**src/rtl/dwd_pkg.sv**
```systemverilog
`timescale 1ns/1ps
package dwd_pkg;

  // Kind of register addressed on the configuration port
  typedef enum logic [1:0] {
    RK_CTRL = 2'd0,
    RK_BASE = 2'd1,
    RK_SIZE = 2'd2,
    RK_NONE = 2'd3
  } reg_kind_e;

  // Upper half of an address compared against a window
  localparam int HI_W   = 16;
  localparam int ATTR_W = 8;
  localparam int ATTR_LSB = 8;
  localparam int ACC_LSB  = 16;

  // Window compare: masked bits of the size register are ignored
  function automatic logic win_compare(input logic [HI_W-1:0] addr_hi,
                                       input logic [HI_W-1:0] base_hi,
                                       input logic [HI_W-1:0] mask_hi);
    return ((addr_hi & ~mask_hi) == (base_hi & ~mask_hi));
  endfunction

  // Permission: bit 0 grants reads, bit 1 grants writes
  function automatic logic access_allowed(input logic [1:0] acc,
                                          input logic       is_write);
    return is_write ? acc[1] : acc[0];
  endfunction

  // Register index decode: 0 control, 1..n base, n+1..2n size
  function automatic reg_kind_e reg_kind(input int unsigned idx,
                                         input int unsigned n_win);
    if (idx == 0)            return RK_CTRL;
    else if (idx <= n_win)   return RK_BASE;
    else if (idx <= 2*n_win) return RK_SIZE;
    else                     return RK_NONE;
  endfunction

  // Bits of the control register that are implemented
  function automatic logic [31:0] ctrl_mask(input int unsigned n_win);
    logic [31:0] m;
    m = '0;
    for (int i = 0; i < 8; i++) begin
      if (i < int'(n_win)) begin
        m[i]               = 1'b1;
        m[ACC_LSB + 2*i]   = 1'b1;
        m[ACC_LSB + 2*i+1] = 1'b1;
      end
    end
    return m;
  endfunction

endpackage

```
**src/rtl/dwd_cfg_regs.sv**
```systemverilog
`timescale 1ns/1ps
module dwd_cfg_regs
  import dwd_pkg::*;
#(
  parameter int NUM_WIN = 4,
  parameter int DATA_W  = 32,
  parameter int SEL_W   = 4
) (
  input  logic                      clk,
  input  logic                      rst_n,
  input  logic                      we,
  input  logic [SEL_W-1:0]          sel,
  input  logic [DATA_W-1:0]         wdata,
  output logic [DATA_W-1:0]         rdata,
  output logic [NUM_WIN-1:0]        en,
  output logic [2*NUM_WIN-1:0]      acc,
  output logic [NUM_WIN*DATA_W-1:0] base_flat,
  output logic [NUM_WIN*DATA_W-1:0] size_flat
);

  localparam logic [DATA_W-1:0] CTRL_MASK = DATA_W'(ctrl_mask(NUM_WIN));

  reg_kind_e           kind;
  int unsigned         sel_u;
  logic [DATA_W-1:0]   ctrl_q;
  logic [DATA_W-1:0]   base_q [NUM_WIN];
  logic [DATA_W-1:0]   size_q [NUM_WIN];

  assign sel_u = int'(sel);
  assign kind  = reg_kind(sel_u, NUM_WIN);

  // Control register keeps only the implemented bits
  always_ff @(posedge clk or negedge rst_n) begin
    if (!rst_n)                      ctrl_q <= '0;
    else if (we && kind == RK_CTRL)  ctrl_q <= wdata & CTRL_MASK;
  end

  generate
    for (genvar g = 0; g < NUM_WIN; g++) begin : g_win_regs
      localparam int unsigned BASE_IDX = g + 1;
      localparam int unsigned SIZE_IDX = g + 1 + NUM_WIN;

      always_ff @(posedge clk or negedge rst_n) begin
        if (!rst_n)                         base_q[g] <= '0;
        else if (we && sel_u == BASE_IDX)   base_q[g] <= wdata;
      end

      always_ff @(posedge clk or negedge rst_n) begin
        if (!rst_n)                         size_q[g] <= '0;
        else if (we && sel_u == SIZE_IDX)   size_q[g] <= wdata;
      end

      assign en[g]                          = ctrl_q[g];
      assign acc[2*g +: 2]                  = ctrl_q[ACC_LSB + 2*g +: 2];
      assign base_flat[g*DATA_W +: DATA_W]  = base_q[g];
      assign size_flat[g*DATA_W +: DATA_W]  = size_q[g];
    end
  endgenerate

  // Readback of the selected register
  always_comb begin
    rdata = '0;
    unique case (kind)
      RK_CTRL: rdata = ctrl_q;
      RK_BASE: begin
        for (int i = 0; i < NUM_WIN; i++)
          if (sel_u == unsigned'(i + 1)) rdata = base_q[i];
      end
      RK_SIZE: begin
        for (int i = 0; i < NUM_WIN; i++)
          if (sel_u == unsigned'(i + 1 + NUM_WIN)) rdata = size_q[i];
      end
      default: rdata = '0;
    endcase
  end

endmodule

```
**src/rtl/dwd_win_match.sv**
```systemverilog
`timescale 1ns/1ps
module dwd_win_match
  import dwd_pkg::*;
#(
  parameter int NUM_WIN = 4,
  parameter int DATA_W  = 32
) (
  input  logic [HI_W-1:0]           addr_hi,
  input  logic [NUM_WIN-1:0]        en,
  input  logic [NUM_WIN*DATA_W-1:0] base_flat,
  input  logic [NUM_WIN*DATA_W-1:0] size_flat,
  output logic [NUM_WIN-1:0]        match
);

  localparam int HI_LSB = DATA_W - HI_W;

  generate
    for (genvar g = 0; g < NUM_WIN; g++) begin : g_cmp
      logic [HI_W-1:0] base_hi;
      logic [HI_W-1:0] mask_hi;
      assign base_hi  = base_flat[g*DATA_W + HI_LSB +: HI_W];
      assign mask_hi  = size_flat[g*DATA_W + HI_LSB +: HI_W];
      assign match[g] = en[g] & win_compare(addr_hi, base_hi, mask_hi);
    end
  endgenerate

endmodule

```
**src/rtl/dwd_prio_sel.sv**
```systemverilog
`timescale 1ns/1ps
module dwd_prio_sel #(
  parameter int NUM_WIN = 4,
  parameter int IDX_W   = (NUM_WIN > 1) ? $clog2(NUM_WIN) : 1
) (
  input  logic [NUM_WIN-1:0] req,
  output logic               any,
  output logic [IDX_W-1:0]   idx,
  output logic [NUM_WIN-1:0] grant
);

  // Scan from the top so the lowest index is the last to be taken
  always_comb begin
    idx   = '0;
    grant = '0;
    for (int i = NUM_WIN - 1; i >= 0; i--) begin
      if (req[i]) begin
        idx   = IDX_W'(i);
        grant = NUM_WIN'(1) << i;
      end
    end
  end

  assign any = |req;

endmodule

```
**src/rtl/dma_win_decoder.sv**
```systemverilog
`timescale 1ns/1ps
module dma_win_decoder
  import dwd_pkg::*;
#(
  parameter int NUM_WIN = 4,
  parameter int DATA_W  = 32,
  parameter int SEL_W   = $clog2(2*NUM_WIN + 1),
  parameter int IDX_W   = (NUM_WIN > 1) ? $clog2(NUM_WIN) : 1
) (
  input  logic               clk,
  input  logic               rst_n,
  input  logic               cfg_we,
  input  logic [SEL_W-1:0]   cfg_sel,
  input  logic [DATA_W-1:0]  cfg_wdata,
  output logic [DATA_W-1:0]  cfg_rdata,
  input  logic               req_valid,
  input  logic               req_write,
  input  logic [DATA_W-1:0]  req_addr,
  output logic               win_hit,
  output logic               win_miss,
  output logic               prot_err,
  output logic [IDX_W-1:0]   win_idx,
  output logic [ATTR_W-1:0]  tgt_attr,
  output logic [NUM_WIN-1:0] cs_n
);

  logic [NUM_WIN-1:0]        win_en;
  logic [2*NUM_WIN-1:0]      win_acc;
  logic [NUM_WIN*DATA_W-1:0] base_flat;
  logic [NUM_WIN*DATA_W-1:0] size_flat;

  // Named internal events, visible to the checker
  logic [NUM_WIN-1:0] match_vec;
  logic [NUM_WIN-1:0] grant_vec;
  logic               any_match;
  logic [IDX_W-1:0]   sel_idx;
  logic               sel_allowed;
  logic [ATTR_W-1:0]  sel_attr;
  logic [15:0]        unused_addr_lo;

  assign unused_addr_lo = req_addr[15:0];

  dwd_cfg_regs #(
    .NUM_WIN (NUM_WIN),
    .DATA_W  (DATA_W),
    .SEL_W   (SEL_W)
  ) u_regs (
    .clk       (clk),
    .rst_n     (rst_n),
    .we        (cfg_we),
    .sel       (cfg_sel),
    .wdata     (cfg_wdata),
    .rdata     (cfg_rdata),
    .en        (win_en),
    .acc       (win_acc),
    .base_flat (base_flat),
    .size_flat (size_flat)
  );

  dwd_win_match #(
    .NUM_WIN (NUM_WIN),
    .DATA_W  (DATA_W)
  ) u_match (
    .addr_hi   (req_addr[DATA_W-1 -: HI_W]),
    .en        (win_en),
    .base_flat (base_flat),
    .size_flat (size_flat),
    .match     (match_vec)
  );

  dwd_prio_sel #(
    .NUM_WIN (NUM_WIN),
    .IDX_W   (IDX_W)
  ) u_prio (
    .req   (match_vec),
    .any   (any_match),
    .idx   (sel_idx),
    .grant (grant_vec)
  );

  // Permission and attribute of the selected window
  always_comb begin
    sel_allowed = 1'b0;
    sel_attr    = '0;
    for (int i = 0; i < NUM_WIN; i++) begin
      if (grant_vec[i]) begin
        sel_allowed = access_allowed(win_acc[2*i +: 2], req_write);
        sel_attr    = base_flat[i*DATA_W + ATTR_LSB +: ATTR_W];
      end
    end
  end

  always_comb begin
    win_hit  = req_valid &  any_match &  sel_allowed;
    win_miss = req_valid & ~any_match;
    prot_err = req_valid &  any_match & ~sel_allowed;
    win_idx  = win_hit ? sel_idx  : '0;
    tgt_attr = win_hit ? sel_attr : '0;
    cs_n     = win_hit ? ~grant_vec : '1;
  end

endmodule

```
**config.mk**
```make
export PLATFORM = sky130hd
export DESIGN_NAME = dma_win_decoder
export DESIGN_NICKNAME = d
export VERILOG_FILES = /design/src/rtl/dwd_pkg.sv /design/src/rtl/dwd_cfg_regs.sv /design/src/rtl/dwd_win_match.sv /design/src/rtl/dwd_prio_sel.sv /design/src/rtl/dma_win_decoder.sv
export SDC_FILE = /design/constraint.sdc
export NUM_CORES = 1
export LEC_CHECK = 0
export BUFFER_PORTS_ARGS = -buffer_cell sky130_fd_sc_hd__buf_2
export CORE_AREA = 2 2 158 160
export CTS_BUF_LIST = sky130_fd_sc_hd__clkbuf_4
export CTS_CLUSTER_DIAMETER = 150
export DETAILED_ROUTE_END_ITERATION = 7
export DIE_AREA = 0 0 160 162
export GPL_TIMING_DRIVEN = 0
export HOLD_SLACK_MARGIN = 0.1
export PLACE_DENSITY = 0.78
export RECOVER_POWER = 100
export SYNTH_ARGS = -nofsm -noshare
export SYNTH_HDL_FRONTEND = slang
export SYNTH_SLANG_ARGS = --single-unit
```
**constraint.sdc**
```tcl
create_clock -name clk -period 2.4 [get_ports clk]
set_input_delay 0.12 -clock clk [delete_from_list [all_inputs] [get_ports clk]]
set_output_delay 0.12 -clock clk [all_outputs]
set_load 0.02 [all_outputs]
```
# After elaboration in Yosys (flattened, before gate mapping)

Index checks and enable logic that the tools add are counted.

Input port bits: 73
Register bits: 268
Word-level logic and storage cells: 95
Output and inout port bits: 49

Equal/unequal tests: 14
Mux-type cells: 35
Reductions and logical operators: 12
Bitwise logic cells: 23
$lt $le $gt $ge: 2

Operators by type and width:

| operator             | count |
|---|---|
| $mux W32             | 8 |
| $and A16 B16 Y16     | 8 |
| $pmux W32 S3         | 1 |
| $eq A16 B16 Y1       | 4 |
| $not A16 Y16         | 4 |
| $mux W8              | 5 |
| $logic_not A32 Y1    | 1 |
| $mux W4              | 5 |
| $eq A4 B3 Y1 const B | 4 |
| $mux W2              | 7 |
| $logic_and A1 B1 Y1  | 9 |
| $mux W1              | 9 |
| $and A1 B1 Y1        | 8 |
| $eq A4 B2 Y1 const B | 2 |
| $eq A4 B1 Y1 const B | 1 |
| $eq A4 B4 Y1 const B | 1 |
| $le A4 B3 Y1 const B | 1 |
| $le A4 B4 Y1 const B | 1 |
| $not A4 Y4           | 1 |
| $reduce_or A4 Y1     | 1 |
| $eq A2 B1 Y1 const B | 1 |
| $eq A2 B2 Y1 const B | 1 |
| $logic_not A2 Y1     | 1 |
| $not A1 Y1           | 2 |

# Longest topological paths before layout

Gate-level depths: netlist (run 1).

Depth after elaboration: 14
Depth in mapped cells: 10
Gate-level depth less buffers: 7

# Cells and area by module

Synthesis (run 1) repeated with hierarchy kept, for this count alone.

Cells, all modules: 1,090
Area, all modules: 13,868.3 um2

By module, submodules not included:

| module          | sequential area each (um2) | cells each | area an instance (um2) | instances |
|---|---|---|---|---|
| dwd_cfg_regs    | 6,706.4                    | 895        | 12,438.2               | 1 |
| dwd_win_match   | 0.0                        | 132        | 997.2                  | 1 |
| dma_win_decoder | 0.0                        | 52         | 371.6                  | 1 |
| dwd_prio_sel    | 0.0                        | 11         | 61.3                   | 1 |

# Worst setup path after synthesis (run 1)

No wires, ideal clock.

Kind: flip-flop to output port
Start point: reg u_regs.base_q, in the netlist u_regs.base_flat[126]
End point: out tgt_attr[0]
Required time: 2.280 ns
Cell stages (with the launch flop): 8
Arrival: 2.473 ns
Slack: -0.193 ns
Buffers on the path: 0
Cells stage by stage: dfrtp_1 > xnor2_1 > o22ai_1 > nor4_1 > o2111ai_1 > nor4_1 > nand2_1 > a211oi_1

Cells in the longest elaborated chain, start to end: 10
Elaborated cells between the ends (all ways): 13
Classes of those cells: 1 x eq/ne; 7 x mux; 4 x bitwise; 1 x reduce/logical

Ends and longest elaborated chain:

| item                             | line                  | RTL |
|---|---|---|
| start: declaration               | dwd_cfg_regs.sv:26    | `logic [DATA_W-1:0] base_q [NUM_WIN];` |
| start signal: indexed assignment | dwd_cfg_regs.sv:45    | `else if (we && sel_u == BASE_IDX) base_q[g] <= wdata;` |
| $and A16 B16 Y16 (*)             | dwd_pkg.sv:22         | `return ((addr_hi & ~mask_hi) == (base_hi & ~mask_hi));` |
| $eq A16 B16 Y1 (*)               | dwd_pkg.sv:22         |  |
| $and A1 B1 Y1 (*)                | dwd_win_match.sv:23   | `assign match[g] = en[g] & win_compare(addr_hi, base_hi, mask_hi);` |
| $mux W4 (4 in series)            | dwd_prio_sel.sv:17    | `if (req[i]) begin` |
| $mux W1                          | dma_win_decoder.sv:86 | `if (grant_vec[i]) begin` |
| $and A1 B1 Y1                    | dma_win_decoder.sv:94 | `win_hit = req_valid & any_match & sel_allowed;` |
| $mux W8 (*)                      | dma_win_decoder.sv:98 | `tgt_attr = win_hit ? sel_attr : '0;` |
| end: declaration                 | dma_win_decoder.sv:23 | `output logic [ATTR_W-1:0] tgt_attr,` |

Mark *: on every way between the ends. The rest lies on a longest branch, timed or not.

# Worst setup path in the final report (run 1)

Start point: reg u_regs.base_q, in the netlist u_regs.base_flat[19]
End point: out cs_n[3]

Cells in the longest elaborated chain, start to end: 10
Elaborated cells between the ends (all ways): 13
Classes of those cells: 1 x eq/ne; 6 x mux; 5 x bitwise; 1 x reduce/logical

Ends and longest elaborated chain:

| item                  | line                  | RTL |
|---|---|---|
| $and A16 B16 Y16 (*)  | dwd_pkg.sv:22         |  |
| $eq A16 B16 Y1 (*)    | dwd_pkg.sv:22         |  |
| $and A1 B1 Y1 (*)     | dwd_win_match.sv:23   |  |
| $mux W4               | dwd_prio_sel.sv:17    |  |
| $mux W1 (4 in series) | dma_win_decoder.sv:86 |  |
| $and A1 B1 Y1         | dma_win_decoder.sv:94 |  |
| $mux W4 (*)           | dma_win_decoder.sv:99 | `cs_n = win_hit ? ~grant_vec : '1;` |
| end: declaration      | dma_win_decoder.sv:24 | `output logic [NUM_WIN-1:0] cs_n` |

Marked as above.

==> impl_results.md, run 1 <==
- Worst setup slack after layout: -1190 ps
- Routed length per placed instance: 26.2 µm
- Maximum clock skew at final layout: 0 ps
- Total overflow reported by the global router: 0
- Post-detailed-routing wire length: 43500 µm
- Startpoint-to-endpoint class of the critical path: reg -> out
- Clock Sink Count: 268
- Vias after detailed routing: 10900
- Vias in the first global route: 11100
- Number of synthesized flops with an enable pin: 0
- Worst voltage drop across the vdd grid: 0.304 mV
- Synth Net Count: 1150
- Die Span Y: 162 µm
- Wire length of the first global-routing pass: 65400 µm
- Data required time at the worst endpoint: 2280 ps
- Max FO, Critical Path: 10
- Final cell area excluding filler cells: 16000 µm²
- Xor-xnor portion of the synthesized cell area: 4.20%
- Post-layout power: 13500 µW
- Shortest clock period the worst path allows after layout: 3590 ps
- Remaining antenna violation count: 0
- DIE WIDTH: 160 µm
- Pin count of the biggest net entering global routing: 121
- Setup crit end kind: output pin
- Detailed-placement wirelength estimate: 28700 µm
- Initial core utilization: 55.4%
- Fill cells: 1816
- Max-slew violations: 120
- Full die area: 25900 µm²
- Synth area leaders: sky130_fd_sc_hd__dfrtp_1 (50%), sky130_fd_sc_hd__mux2_2 (25%), sky130_fd_sc_hd__xnor2_1 (4.2%), sky130_fd_sc_hd__o21ai_0 (1.9%), sky130_fd_sc_hd__a222oi_1 (1.9%)
- Post-synthesis sequential area ratio: 50.2%
- Final hold viol count: 0
- Number of max-cap violations: 1
- Failing checks: design-rule violations, max-capacitance violations, max-slew violations, negative setup slack
- Async set-reset flop share out of synthesis: 100%
- TritonCTS clock tree: yes
- Initial antenna violation count: 3
- Post-CTS clock slew at the launch and capture registers of the worst setup and hold paths: 70 ps
- Final period utilization: 150%
- Number of nets in the layout: 1362
- CTS H-Tree Depth: 3
- Dominant combinational cell family by area after synthesis: multiplexers
- LEAKAGE: 0.00694 µW
- Synth Area in Adders: 0%
- Clk buf depth: 3
- Weighted congestion at the end of routability-driven global placement: 0.928
- RSZ-0062 raised after global routing: true
- FP Rows: 57
- CTS buffer count: 72
- Compound-cell area share of the yosys netlist: 11.0%
- Setup-failing EPs final: 79
- Share of Yosys cell area claimed by the top area cell type: 50.2%
- Post-layout utilization of the core: 66.3%
- Iteration-0 DRC count of the detailed router: 1534
- Commonest cells after routing, fill and taps aside: sky130_fd_sc_hd__mux2_2 (293), sky130_fd_sc_hd__dfrtp_1 (268), sky130_fd_sc_hd__clkbuf_4 (114)
- Cell at the root of the clock tree: sky130_fd_sc_hd__clkbuf_4
- Type of origin of the critical path: flip-flop
- Post-synthesis instance total: 1077
- Average vias per placed instance: 6.55
- Outcome: complete, but fails checks
- Cell area after placement: 14300 µm²
- Synth Area in Simple Gates: 4.58%
- Most area-hungry cell type in the Yosys netlist: sky130_fd_sc_hd__dfrtp_1
- Worst endpoint data arrival time: 3470 ps
- Least-Margin Pin Slew: 1590 ps
- First-pass iteration count of the detailed router: 8
- Total power per unit cell area: 846 nW/µm²
- Clock Latency Late Sink: 710 ps
- Highest clock rate: 278 MHz
- Mux share of post-synthesis cell area: 26.9%
- Most common cell after layout, fill and taps aside: sky130_fd_sc_hd__mux2_2
- Detailed-route DRC error count: 4
- Hold crit path type: in -> reg
- Cell area after synthesis: 13400 µm²
- Mapped Avg Cell Area: 12.4 µm²
- Top-Level Pins: 122
- GRT Resource Usage Total: 33.6%
- Count of different cell masters after synthesis: 46
- Core outline area: 24100 µm²
- Share of post-route cells with drive strength above 1: 44.4%
- Count of state elements after synthesis: 268
- Most used flip-flop cell after synthesis: sky130_fd_sc_hd__dfrtp_1
- Number of synthesis warnings: 0
- Relative slew margins: -5.80%
- Count of port buffers added during placement: 87
- P&R area growth vs syn: 19.8%
## synthesized netlist by cell type, drive strengths merged (12+ instances only)
| library cell | number |
|---|---|
| mux2 | 299 |
| dfrtp | 268 |
| xnor2 | 64 |
| clkbuf | 62 |
| o21ai | 52 |
| nand2 | 42 |
| o22ai | 33 |
| a22oi | 28 |
| buf | 26 |
| nor2 | 26 |
| a222oi | 25 |
| mux2i | 20 |
| a22o | 16 |
| o221ai | 14 |
| a21oi | 13 |
| nor2b | 12 |
## layout make-up
cell class,instances,area (µm²),area share [%]
Sequential cell,268,6710,41.9
Multi-Input combinational cell,712,6530,40.8
Timing Repair Buffer,139,997,6.24
Clock buffer,107,803,5.02
Buffer,87,455,2.85
Tap cell,324,405,2.53
Clock inverter,15,56.3,0.352
Inverter,9,33.8,0.211
Antenna cell,3,7.51,0.0469
## per-stage QoR
step	hold slack (ps)	instances	setup WS [ps]	TNS, ps
2_1_floorplan	-176	1077	-123	-1190
3_3_place_gp	429	1488	-3630	-1068740
3_5_place_dp	58.1	1490	-1270	-112470
4_1_cts	208	1659	-1130	-17310
5_1_grt	278	1663	-1220	-58270
6_report	260	1664	-1190	-37960
## report_power, final
part | internal (µW) | switching (µW) | total (µW)
combinational | 1650 | 1440 | 3090
sequential | 5570 | 895 | 6470
clock | 2020 | 1950 | 3970
## state kept, by name, indices dropped and copies added, names as in the netlist
name	count
u_regs.base_flat	128
u_regs.ctrl_q	12
u_regs.size_flat	128
## timing repair
| action | CTS | global route |
|---|---|---|
| gates resized for setup | 94 | 40 |
| gates cloned | 2 | 0 |
| pin swaps | 16 | 12 |
| endpoints found under the hold margin | 438 | 0 |
| setup endpoints to repair | 68 | 51 |
| hold buffers | 37 | 0 |
| buffers inserted | 9 | 2 |
## kinds of logic (layout without fill, tap and decap cells)
| family | count (synthesis) | after routing |
|---|---|---|
| multiplexers | 320 | 320 |
| flip-flops | 268 | 268 |
| AO/OA/AOI/OAI | 207 | 207 |
| AND/OR/NAND/NOR | 121 | 121 |
| buffers and inverters | 97 | 357 |
| XOR/XNOR | 64 | 64 |
| other | 0 | 3 |
## critical path: stages (launching register included)
cell and delay [ps]:
sky130_fd_sc_hd__dfrtp_1 430, sky130_fd_sc_hd__xnor2_2 240, sky130_fd_sc_hd__o22ai_1 120, sky130_fd_sc_hd__or4_4 590
sky130_fd_sc_hd__or3_4 360, sky130_fd_sc_hd__buf_6 160, sky130_fd_sc_hd__nor2_4 120, sky130_fd_sc_hd__a211oi_4 80
sky130_fd_sc_hd__or4_1 520, sky130_fd_sc_hd__buf_4 170
## final timing paths
path	from	slack (ps)	depth (start not counted)	to
min	cfg_sel[1]	260	4	u_regs.ctrl_q[0]
max reg2reg	u_regs.size_flat[63]	1070	2	u_regs.size_flat[63]
max	u_regs.base_flat[19]	-1190	9	cs_n[3]
max in group asynchronous	rst_n	140	5	u_regs.size_flat[38]
min in group asynchronous	rst_n	890	4	u_regs.base_flat[21]
min reg2reg	u_regs.size_flat[37]	500	1	u_regs.size_flat[37]
## routing by layer
metal	share of wire, %	GRT usage [%]	wire (µm)	vias to the layer above
met2	44	50.7	19200	845
met3	13	9.60	5580	172
li1	-	-	-	4486
met4	4.6	17.2	1990	0
met5	0	0	0	-
met1	38	44.7	16700	5397
Power figures use the tool's default switching activity.
==> run 2: changes to the inputs <==
CORE_AREA = 2 2 150 152   (was 2 2 158 160)
DIE_AREA = 0 0 152 154   (was 0 0 160 162)
GPL_ROUTABILITY_DRIVEN = 0   (was not set)
PLACE_DENSITY = 0.82   (was 0.78)
clock period = 3.39 ns   (was 2.4 ns; I/O delays follow)
==> impl_results.md, run 2 (same netlist as run 1, synthesis figures left out) <==
- Outcome: complete, but fails checks
- Failing checks: max-capacitance violations, max-slew violations, negative setup slack
- Worst voltage drop across the vdd grid: 0.327 mV (+7.5%)
- Max-slew violations: 248 (+110%)
- Initial core utilization: 61.6% (+6.2 points)
- Least-Margin Pin Slew: 3030 ps (+1450 ps)
- Sequential standard cell area: 6710 µm² (unchanged)
- Detailed-route DRC error count: 0 (-4)
- Routed length per placed instance: 26.8 µm (+2.4%)
- Post-detailed-routing wire length: 43600 µm (+0.11%)
- TritonCTS clock tree: yes
- Core outline area: 21700 µm² (-10%)
- Count of port buffers added during placement: 87 (unchanged)
- Data required time at the worst endpoint: 3220 ps (+940 ps)
- Final period utilization: 106%
- Final cell area excluding filler cells: 15900 µm² (-0.84%)
- Multi-input gate area: 6500 µm² (-0.44%)
- Post-route worst hold slack: 269 ps (+9.16 ps)
- Die Span Y: 154 µm (-4.9%)
- Maximum clock skew at final layout: 0 ps (unchanged)
- Full die area: 23400 µm² (-9.7%)
- Setup-failing EPs final: 26 (-67%)
- Vias after detailed routing: 10900 (+0.31%)
- Remaining antenna violation count: 0 (unchanged)
- Startpoint-to-endpoint class of the critical path: reg -> out
- Wire length of the first global-routing pass: 65600 µm (+0.26%)
- DIE WIDTH: 152 µm (-5.0%)
- Post-layout utilization of the core: 73.1% (+6.8 points)
- Relative slew margins: -102% (-96 points)
- Shortest clock period the worst path allows after layout: 3610 ps
- Iteration-0 DRC count of the detailed router: 1497 (-2.4%)
- First-pass iteration count of the detailed router: 7 (-1)
- Most common cell after layout, fill and taps aside: sky130_fd_sc_hd__mux2_2
- Pin count of the biggest net entering global routing: 127 (+5.0%)
- Post-CTS clock slew at the launch and capture registers of the worst setup and hold paths: 70 ps (about the same)
- Worst setup slack after layout: -216 ps (+979 ps)
- Sequential cell fraction of total power: 47.0% (-0.8 points)
- Hold crit path type: in -> reg
- Cell internal pwr: 6650 µW (-28%)
- Initial antenna violation count: 1 (-2)
- Type of origin of the critical path: flip-flop
- P&R area growth vs syn: 18.8%
- Top-Level Pins: 122 (unchanged)
- Proportion of power drawn by the clock network: 30.5% (+1.2 points)
- GRT Resource Usage Total: 36.9% (+3.3 points)
- Cell at the root of the clock tree: sky130_fd_sc_hd__clkbuf_4
- Post-layout power: 9770 µW (-28%)
- LEAKAGE: 0.00685 µW (-1.3%)
- Proportion of total power due to net switching: 32.0% (+0.32 points)
- Post-route met1 wirelength: 16700 µm (-0.26%)
- Commonest cells after routing, fill and taps aside: sky130_fd_sc_hd__mux2_2 (296), sky130_fd_sc_hd__dfrtp_1 (268), sky130_fd_sc_hd__clkbuf_4 (110)
- Detailed-placement wirelength estimate: 27900 µm (-2.5%)
- Max FO, Critical Path: 7 (-3)
- Gate power share: 22.5% (-0.3 points)
- Highest routed layer: met4
- FP Rows: 54 (-5.3%)
- Average vias per placed instance: 6.72 (+2.6%)
- Post-placement setup slack: -387 ps (+885 ps)
- CTS H-Tree Depth: 3 (unchanged)
- Switching power: 3130 µW (-27%)
- Number of max-cap violations: 2 (+1)
- Reg2reg start: u_regs.size_flat[63]
- CTS buffer count: 73 (+1.4%)
- Cell area after placement: 14200 µm² (-0.73%)
- Clk buf depth: 3 (unchanged)
- RSZ-0062 raised after global routing: true
- Vias in the first global route: 11100 (-0.036%)
- Detail Route met3 WL: 5280 µm (-5.4%)
- Fill cells: 1462 (-19%)
- Met2 wire length: 19200 µm (about the same)
- Launching instance or port of the critical path: u_regs.base_flat[19]
- Min-Delay Startpoint: cfg_sel[3]
- Clock Latency Late Sink: 720 ps (about the same)
- Final hold viol count: 0 (unchanged)
- Number of stages on the worst hold path: 4 (unchanged)
- Clock Sink Count: 268 (unchanged)
- Setup crit end kind: output pin
- Total overflow reported by the global router: 0 (unchanged)
- Highest clock rate: 277 MHz
- Number of cells on the worst reg-to-reg path: 2 (unchanged)
- Number of nets in the layout: 1366 (+0.29%)
- Worst endpoint data arrival time: 3440 ps (-30 ps)
- Total power per unit cell area: 616 nW/µm² (-27%)
- Share of post-route cells with drive strength above 1: 41.7% (-2.7 points)
run 2: per-stage QoR:
stage	std cells	setup TNS, ps
2_1_floorplan	1077	0
3_3_place_gp	1444	-711470
3_5_place_dp	1446	-4500
4_1_cts	1624	-2730
5_1_grt	1627	-13580
6_report	1627	-3350
run 2: path summary, 6_finish.rpt:
| check | end | slack [ps] |
|---|---|---|
| max | cs_n[2] | -220 |
| max reg2reg | u_regs.size_flat[63] | 2050 |
| min reg2reg | u_regs.base_flat[103] | 500 |
| min in group asynchronous | u_regs.base_flat[53] | 800 |
| max in group asynchronous | u_regs.base_flat[10] | 430 |
| min | u_regs.base_flat[82] | 270 |
run 2: critical path, cell delays in order (launching register included):
cell,delay (ps)
sky130_fd_sc_hd__dfrtp_1,420
sky130_fd_sc_hd__xnor2_2,240
sky130_fd_sc_hd__o22ai_1,130
sky130_fd_sc_hd__or4_4,550
sky130_fd_sc_hd__or3_4,370
sky130_fd_sc_hd__and3_4,170
sky130_fd_sc_hd__a211oi_4,400
sky130_fd_sc_hd__buf_6,200
sky130_fd_sc_hd__nand4b_1,130
sky130_fd_sc_hd__buf_6,130
run 2: routing by layer:
layer	vias up	track usage (%)
met2	837	55.3
met1	5429	49.2
met3	179	10.4
met4	0	19.8
li1	4489	-
met5	-	0
run 2: power groups by stage:
stage	sequential, µW	combinational [µW]	clock (µW)
floorplan	4360	1470	0
global placement	4520	1930	0
detailed placement	4570	2000	0
CTS	4530	2120	2960
global route	4650	2330	3160
finish	4590	2200	2980
run 2: cell type report:
type	instances	share of cell area (%)
diodes	1	0.0158
plain buffers	88	2.50
clock buffers	108	5.11
clock inverters	20	0.757
inverters	9	0.213
multi-input cells	712	41.0
flip-flops and latches	268	42.3
well taps	280	2.21
repair buffers	141	5.92
run 2: what timing repair did:
action                                  4_1_cts  5_1_grt
resized for setup                            45       28
pin swaps                                    18       16
endpoints found under the hold margin       536        0
cloned                                        1        0
hold buffers                                 36        0
endpoints found under the setup margin       36       23
buffers inserted                             13        2
